[src/rtl/mfe_pkg.sv]
package mfe_pkg;
  localparam int CODE_W = 12;

  typedef enum logic [2:0] {
    FC_IMISS = 3'd0,
    FC_RMISS = 3'd1,
    FC_WMISS = 3'd2,
    FC_MULTI = 3'd3,
    FC_IPROT = 3'd4,
    FC_RPROT = 3'd5,
    FC_WPROT = 3'd6,
    FC_DIRTY = 3'd7
  } fault_class_e;

  localparam logic [CODE_W-1:0] EV_MISS_RD = 12'h040;
  localparam logic [CODE_W-1:0] EV_MISS_WR = 12'h060;
  localparam logic [CODE_W-1:0] EV_DIRTY   = 12'h080;
  localparam logic [CODE_W-1:0] EV_PROT_RD = 12'h0A0;
  localparam logic [CODE_W-1:0] EV_PROT_WR = 12'h0C0;
  localparam logic [CODE_W-1:0] EV_MULTI   = 12'h140;
endpackage

[src/rtl/mfe_code_map.sv]
module mfe_code_map
  import mfe_pkg::*;
(
  input  fault_class_e            cls_i,
  input  logic                    use_raw_i,
  input  logic [CODE_W-1:0]       raw_i,
  output logic [CODE_W-1:0]       code_o
);
  logic [CODE_W-1:0] mapped;

  // class to event code
  always_comb begin
    unique case (cls_i)
      FC_IMISS, FC_RMISS: mapped = EV_MISS_RD;
      FC_WMISS:           mapped = EV_MISS_WR;
      FC_MULTI:           mapped = EV_MULTI;
      FC_IPROT, FC_RPROT: mapped = EV_PROT_RD;
      FC_WPROT:           mapped = EV_PROT_WR;
      FC_DIRTY:           mapped = EV_DIRTY;
      default:            mapped = EV_MISS_RD;
    endcase
  end

  assign code_o = use_raw_i ? raw_i : mapped;
endmodule

[src/rtl/mfe_vector_sel.sv]
module mfe_vector_sel
  import mfe_pkg::*;
#(
  parameter int XLEN = 32,
  parameter logic [XLEN-1:0] MISS_OFS  = 32'h0000_0400,
  parameter logic [XLEN-1:0] GEN_OFS   = 32'h0000_0100,
  parameter logic [XLEN-1:0] RESET_VEC = 32'hA000_0000
)(
  input  logic [CODE_W-1:0] code_i,
  input  logic [XLEN-1:0]   vbr_i,
  output logic [XLEN-1:0]   target_o
);
  logic is_miss, is_multi;

  // decision on the full, unmasked code
  assign is_miss  = (code_i == EV_MISS_RD) || (code_i == EV_MISS_WR) ||
                    (code_i == EV_DIRTY);
  assign is_multi = (code_i == EV_MULTI);

  always_comb begin
    if (is_multi)     target_o = RESET_VEC;
    else if (is_miss) target_o = vbr_i + MISS_OFS;
    else              target_o = vbr_i + GEN_OFS;
  end
endmodule

[src/rtl/mfe_state_bank.sv]
module mfe_state_bank #(
  parameter int XLEN      = 32,
  parameter int EVT_W     = 11,
  parameter int BLOCK_BIT = 28,
  parameter int BANK_BIT  = 29,
  parameter int PRIV_BIT  = 30,
  parameter logic [XLEN-1:0] RESET_VEC = 32'hA000_0000
)(
  input  logic            clk,
  input  logic            rst_n,
  input  logic            take_i,
  input  logic            mmu_i,
  input  logic [XLEN-1:0] status_i,
  input  logic [XLEN-1:0] pc_i,
  input  logic [XLEN-1:0] r15_i,
  input  logic [XLEN-1:0] addr_i,
  input  logic [EVT_W-1:0] event_i,
  input  logic [XLEN-1:0] target_i,
  output logic [XLEN-1:0] status_o,
  output logic [XLEN-1:0] saved_status_o,
  output logic [XLEN-1:0] saved_pc_o,
  output logic [XLEN-1:0] saved_r15_o,
  output logic [EVT_W-1:0] event_o,
  output logic [XLEN-1:0] fault_addr_o,
  output logic [XLEN-1:0] pc_o
);
  localparam logic [XLEN-1:0] FORCE_MASK =
    (XLEN'(1) << BLOCK_BIT) | (XLEN'(1) << BANK_BIT) | (XLEN'(1) << PRIV_BIT);

  always_ff @(posedge clk) begin
    if (!rst_n) begin
      status_o       <= FORCE_MASK;
      saved_status_o <= '0;
      saved_pc_o     <= '0;
      saved_r15_o    <= '0;
      event_o        <= '0;
      fault_addr_o   <= '0;
      pc_o           <= RESET_VEC;
    end else if (take_i) begin
      status_o       <= status_i | FORCE_MASK;
      saved_status_o <= status_i;
      saved_pc_o     <= pc_i;
      saved_r15_o    <= r15_i;
      event_o        <= event_i;
      pc_o           <= target_i;
      if (mmu_i) fault_addr_o <= addr_i;
    end
  end

  a_r2_hold: assert property (@(posedge clk) disable iff (!rst_n)
    !take_i |=> ($stable(status_o) && $stable(saved_status_o) && $stable(saved_pc_o)
                 && $stable(saved_r15_o) && $stable(event_o) && $stable(pc_o)
                 && $stable(fault_addr_o)));

  a_r3_status: assert property (@(posedge clk) disable iff (!rst_n)
    take_i |=> (status_o[BLOCK_BIT] && status_o[BANK_BIT] && status_o[PRIV_BIT]));

  a_r3_saved: assert property (@(posedge clk) disable iff (!rst_n)
    take_i |=> (saved_status_o == $past(status_i) && saved_r15_o == $past(r15_i)
                && saved_pc_o == $past(pc_i)));

  a_r9_mmu_addr: assert property (@(posedge clk) disable iff (!rst_n)
    (take_i && mmu_i) |=> fault_addr_o == $past(addr_i));

  a_r9_raw_keep: assert property (@(posedge clk) disable iff (!rst_n)
    (take_i && !mmu_i) |=> $stable(fault_addr_o));
endmodule

[src/rtl/mmu_fault_entry.sv]
module mmu_fault_entry
  import mfe_pkg::*;
#(
  parameter int XLEN      = 32,
  parameter int EVT_W     = 11,
  parameter int BLOCK_BIT = 28,
  parameter int BANK_BIT  = 29,
  parameter int PRIV_BIT  = 30,
  parameter logic [XLEN-1:0] MISS_OFS  = 32'h0000_0400,
  parameter logic [XLEN-1:0] GEN_OFS   = 32'h0000_0100,
  parameter logic [XLEN-1:0] RESET_VEC = 32'hA000_0000
)(
  input  logic              clk,
  input  logic              rst_n,
  input  logic              fault_valid_i,
  input  logic              use_raw_i,
  input  logic [2:0]        fault_class_i,
  input  logic [CODE_W-1:0] raw_code_i,
  input  logic [XLEN-1:0]   fault_addr_i,
  input  logic [XLEN-1:0]   status_i,
  input  logic [XLEN-1:0]   pc_i,
  input  logic [XLEN-1:0]   vbr_i,
  input  logic [XLEN-1:0]   r15_i,
  output logic [XLEN-1:0]   status_o,
  output logic [XLEN-1:0]   saved_status_o,
  output logic [XLEN-1:0]   saved_pc_o,
  output logic [XLEN-1:0]   saved_r15_o,
  output logic [EVT_W-1:0]  event_o,
  output logic [XLEN-1:0]   fault_addr_o,
  output logic [XLEN-1:0]   pc_o
);
  logic [CODE_W-1:0] code;
  logic [XLEN-1:0]   target;
  logic [EVT_W-1:0]  evt;

  mfe_code_map u_map (
    .cls_i     (fault_class_e'(fault_class_i)),
    .use_raw_i (use_raw_i),
    .raw_i     (raw_code_i),
    .code_o    (code)
  );

  mfe_vector_sel #(
    .XLEN(XLEN), .MISS_OFS(MISS_OFS), .GEN_OFS(GEN_OFS), .RESET_VEC(RESET_VEC)
  ) u_vec (
    .code_i   (code),
    .vbr_i    (vbr_i),
    .target_o (target)
  );

  // event field keeps the low bits only
  assign evt = code[EVT_W-1:0];

  mfe_state_bank #(
    .XLEN(XLEN), .EVT_W(EVT_W), .BLOCK_BIT(BLOCK_BIT), .BANK_BIT(BANK_BIT),
    .PRIV_BIT(PRIV_BIT), .RESET_VEC(RESET_VEC)
  ) u_bank (
    .clk            (clk),
    .rst_n          (rst_n),
    .take_i         (fault_valid_i),
    .mmu_i          (!use_raw_i),
    .status_i       (status_i),
    .pc_i           (pc_i),
    .r15_i          (r15_i),
    .addr_i         (fault_addr_i),
    .event_i        (evt),
    .target_i       (target),
    .status_o       (status_o),
    .saved_status_o (saved_status_o),
    .saved_pc_o     (saved_pc_o),
    .saved_r15_o    (saved_r15_o),
    .event_o        (event_o),
    .fault_addr_o   (fault_addr_o),
    .pc_o           (pc_o)
  );

  a_r7_multi_fixed: assert property (@(posedge clk) disable iff (!rst_n)
    (fault_valid_i && !use_raw_i && fault_class_i == 3'd3) |=> pc_o == RESET_VEC);

  a_r6_miss_vec: assert property (@(posedge clk) disable iff (!rst_n)
    (fault_valid_i && !use_raw_i && (fault_class_i == 3'd0 || fault_class_i == 3'd2))
      |=> pc_o == $past(vbr_i) + MISS_OFS);
endmodule

[config.mk]
export PLATFORM = sky130hd
export DESIGN_NAME = mmu_fault_entry
export DESIGN_NICKNAME = d
export VERILOG_FILES = /design/src/rtl/mfe_pkg.sv /design/src/rtl/mfe_code_map.sv /design/src/rtl/mfe_vector_sel.sv /design/src/rtl/mfe_state_bank.sv /design/src/rtl/mmu_fault_entry.sv
export SDC_FILE = /design/constraint.sdc
export NUM_CORES = 1
export LEC_CHECK = 0
export BUFFER_PORTS_ARGS = -buffer_cell sky130_fd_sc_hd__buf_2
export CAP_MARGIN = 20
export CORE_AREA = 2 2 148 150
export CTS_CLUSTER_DIAMETER = 200
export DETAILED_ROUTE_END_ITERATION = 10
export DIE_AREA = 0 0 150 152
export GPL_TIMING_DRIVEN = 0
export SETUP_SLACK_MARGIN = 0.2
export SLEW_MARGIN = 10
export SYNTH_ARGS = -nofsm -noshare
export SYNTH_HDL_FRONTEND = slang
export SYNTH_SLANG_ARGS = --single-unit
[constraint.sdc]
create_clock -name clk -period 2.1 [get_ports clk]
set_input_delay 0.315 -clock clk [delete_from_list [all_inputs] [get_ports clk]]
set_output_delay 0.315 -clock clk [all_outputs]
set_load 0.005 [all_outputs]
==> run_results.csv <==
group,metric,value,unit
synthesis,synthDistinctLibCells,48,
min_path,hold_class,"primary input to flop",
critical_path,r2r_cells,4,
floorplan,row_count,54,
clocking,cts_tree,"yes",
synthesis,synth_edf_count,0,
routing,firstDrtPassIters,4,
critical_path,cp_max_fo,4,
floorplan,core-area,21350,um2
critical_path,crit_arrival,1.98,ns
cells_and_area,diodes,0,
power,powerDensity,800.1,nW/um2
clocking,cts_max_level,4,
sta,slew_headroom,48.21,%
critical_path,crit_path_end_kind,"flop",
clocking,postCtsSetupBuffers,0,
min_path,worst_hold_startpoint,"r15_i[10]",
floorplan,fp.dieW,150,um
sta,tightest_slew,0.7768,ns
routing,antenna_left,0,
critical_path,cp_data_required_time,2.41,ns
global_routing,antenna_found_initial,1,
routing,drc,0,
clocking,cts.reportedPaths.clkPinSlew,0.08,ns
power,vdd_drop_max,0.4944,mV
cells_and_area,area_growth,41.64,%
synthesis,synth_flop_cell,"dfxtp_1",
critical_path,worstReg2RegEnd,"u_bank.pc_o[29]",
routing,viasPerCell,4.552,
clocking,clk_latency,0.42,ns
synthesis,synth_cells,745,
min_path,min_to,"u_bank.saved_r15_o[10]",
placement,portBuffers,377,
sta,rsz0062_at_grt,"false",
routing,drt_iter0_markers,176,
cells_and_area,layout.nets,1324,
min_path,worstHoldPathCells,3,
global_routing,grt_usage,18.89,%
sta,fmaxAchievable,600.2,MHz
floorplan,dieArea,22800,um2
outcome,outcome,"complete, no violations",
floorplan,chipHeight,152,um
global_routing,grt_pass1_wl,34.00,mm
routing,routed_wl,21.78,mm
critical_path,crit_type,"primary input to flop",
sta,fin_skew,0,ns
sta,period_share,79.34,%
critical_path,start_kind,"primary input",
critical_path,worstReg2RegStart,"u_bank.pc_o[29]",
synthesis,ys_ff_latch,171,
floorplan,initial_utilization,32.14,%
clocking,cts_sinks,171,
clocking,cts_hold_buffers,0,
placement,dp_hpwl,16.93,mm
synthesis,synth_warnings,0,
cells_and_area,drive_gt1_share,39.53,%
synthesis,synth.avg_cell_area,9.212,um2
critical_path,crit_chain,"buf_2 > nor4_1 > o2111a_1 > o21ai_2 > or4b_1 > o211a_1",
placement,place_inst,1404,
critical_path,cpPeakStageDelay,0.55,ns
clocking,clock_path_buffers,2,
critical_path,ff2ff_setup_slack,0.62,ns
clocking,cts_root_buf,"clkbuf_16",
routing,vias,6537,
sta,drv_slew,0,
clocking,cts_buffers,17,
synthesis,ys_seq_area_share,49.88,%
global_routing,overflow,0,
floorplan,boundaryPins,382,
synthesis,async_flop_share,0,%
placement,routabilityCongestion,0.8146,
power,leakagePower,4.936,nW
sta,final.min_clock_period,1.666,ns
job,drv_cap,0,
cells_and_area,stdcell_count,1436,
sta,setup_viol,0,
critical_path,cp_slowest_cell,"or4b_1",
global_routing,grt_pass1_vias,6413,
synthesis,synth_area,6863,um2
global_routing,grt_max_degree,19,
routing,wl_per_cell,15.16,um
sta,holdWs,0.1138,ns
sta,hold_viol_final,0,
clocking,cts_resized,0,
power breakdown:
part | switching, mW | internal (mW)
sequential | 0.100 | 3.43
clock | 1.49 | 1.74
combinational | 0.513 | 0.507
total | 2.10 | 5.68
layer usage:
metal	part of all wire [%]	track usage, %	up-vias
li1	-	-	3284
met1	40	21.77	2961
met2	48	32.44	263
met3	9.7	6.817	27
met4	1.8	5.975	2
met5	0.032	0	-
cell type report:
class                   count  area (um2)
fillers                  2186       11630
flip-flops and latches    171        3423
multi-input cells         488        2972
repair buffers            377        1887
plain buffers              80       445.4
clock buffers              18       439.2
well taps                 280       350.3
clock inverters            14       173.9
inverters                   8       30.03
synth_stat cells (2+ instances only):
library cell / number / share of area [%]
a21o_1: 3 / 0.33
a21oi_1: 44 / 3.2
a22oi_1: 7 / 0.77
and2_1: 4 / 0.36
and2_2: 2 / 0.22
and4_1: 2 / 0.26
buf_1: 6 / 0.33
buf_2: 5 / 0.36
buf_4: 33 / 3.6
buf_6: 2 / 0.33
clkbuf_1: 34 / 1.9
dfxtp_1: 171 / 50
ha_1: 2 / 0.36
inv_1: 7 / 0.38
mux2i_1: 101 / 15
nand2_1: 100 / 5.5
nand2b_1: 2 / 0.18
nand3_1: 11 / 0.80
nand4_1: 5 / 0.46
nor2_1: 112 / 6.1
nor3_1: 2 / 0.15
nor4_1: 6 / 0.55
o2111ai_1: 9 / 1.1
o211ai_1: 9 / 0.98
o21ai_0: 11 / 0.80
o21ai_1: 14 / 1.0
xnor2_1: 4 / 0.51
xor2_1: 17 / 2.2
how the worst max path moves through the flow:
stage	start	end	slack [ns]	depth (start not counted)
final	raw_code_i[9]	u_bank.pc_o[29]	0.43	6
after global routing	raw_code_i[9]	u_bank.pc_o[12]	0.31	7
after CTS	rst_n	u_bank.pc_o[0]	0.41	5
after floorplan	raw_code_i[0]	u_bank.pc_o[29]	0.38	5
after detailed placement	raw_code_i[9]	u_bank.pc_o[29]	-0.002	6
after global placement	raw_code_i[9]	u_bank.pc_o[30]	0.003	7
worst max-delay path, delay by kind of cell:
kind,cells,cell delay (ns)
buffers and inverters,1,0.11
and+or+nand+nor,2,0.98
AOI/OAI and AO/OA,3,0.57
registers in the layout, indices dropped and copies added (netlist names):
register and flops:
u_bank.saved_pc_o 32, u_bank.pc_o 32, u_bank.fault_addr_o 32, u_bank.saved_r15_o 32, u_bank.saved_status_o 32, u_bank.event_o 11
layout by cell type (no fill, tap or decap), types with 4 or more instances in the layout:
master	netlist	final
and2_1	4	4
clkbuf_1	34	34
o2111ai_1	9	9
nor4_1	6	6
o21ai_0	11	11
nand2_1	100	100
dfxtp_1	171	171
o211ai_1	9	9
xnor2_1	4	4
inv_6	0	4
buf_4	33	33
buf_2	5	382
xor2_1	17	17
o21ai_1	14	14
buf_1	6	6
inv_1	7	7
mux2i_1	101	101
nor2_1	112	112
nand4_1	5	5
nand3_1	11	11
clkbuf_16	0	17
a21oi_1	44	44
a22oi_1	7	7
cells by family (layout without fill, tap and decap cells):
group	after synthesis	count (layout)	share of synthesized area, %
AO/OA/AOI/OAI	107	107	9.790
XOR/XNOR	21	21	2.680
adder cells (fa/ha/maj)	2	2	0.3646
buffers and inverters	88	497	6.928
flip-flops	171	171	49.88
multiplexers	101	101	14.73
other	1	3	0.05464
AND/OR/NAND/NOR	254	254	15.57
stage by stage:
stage               instance area [um2]   TNS [ns]  setup WS (ns)  utilization (%)  total power, mW
detailed placement                 9107  -0.001599      -0.001599            42.66            4.638
global route                       9721          0         0.3097            45.53            8.154
finish                             9721          0         0.4339            45.53            7.778
global placement                   9107          0       0.002513            42.66            4.624
CTS                                9721          0         0.4106            45.53            7.892
floorplan                          6870          0         0.3809                -            4.092
No activity file was read; power rests on OpenSTA's default activity.
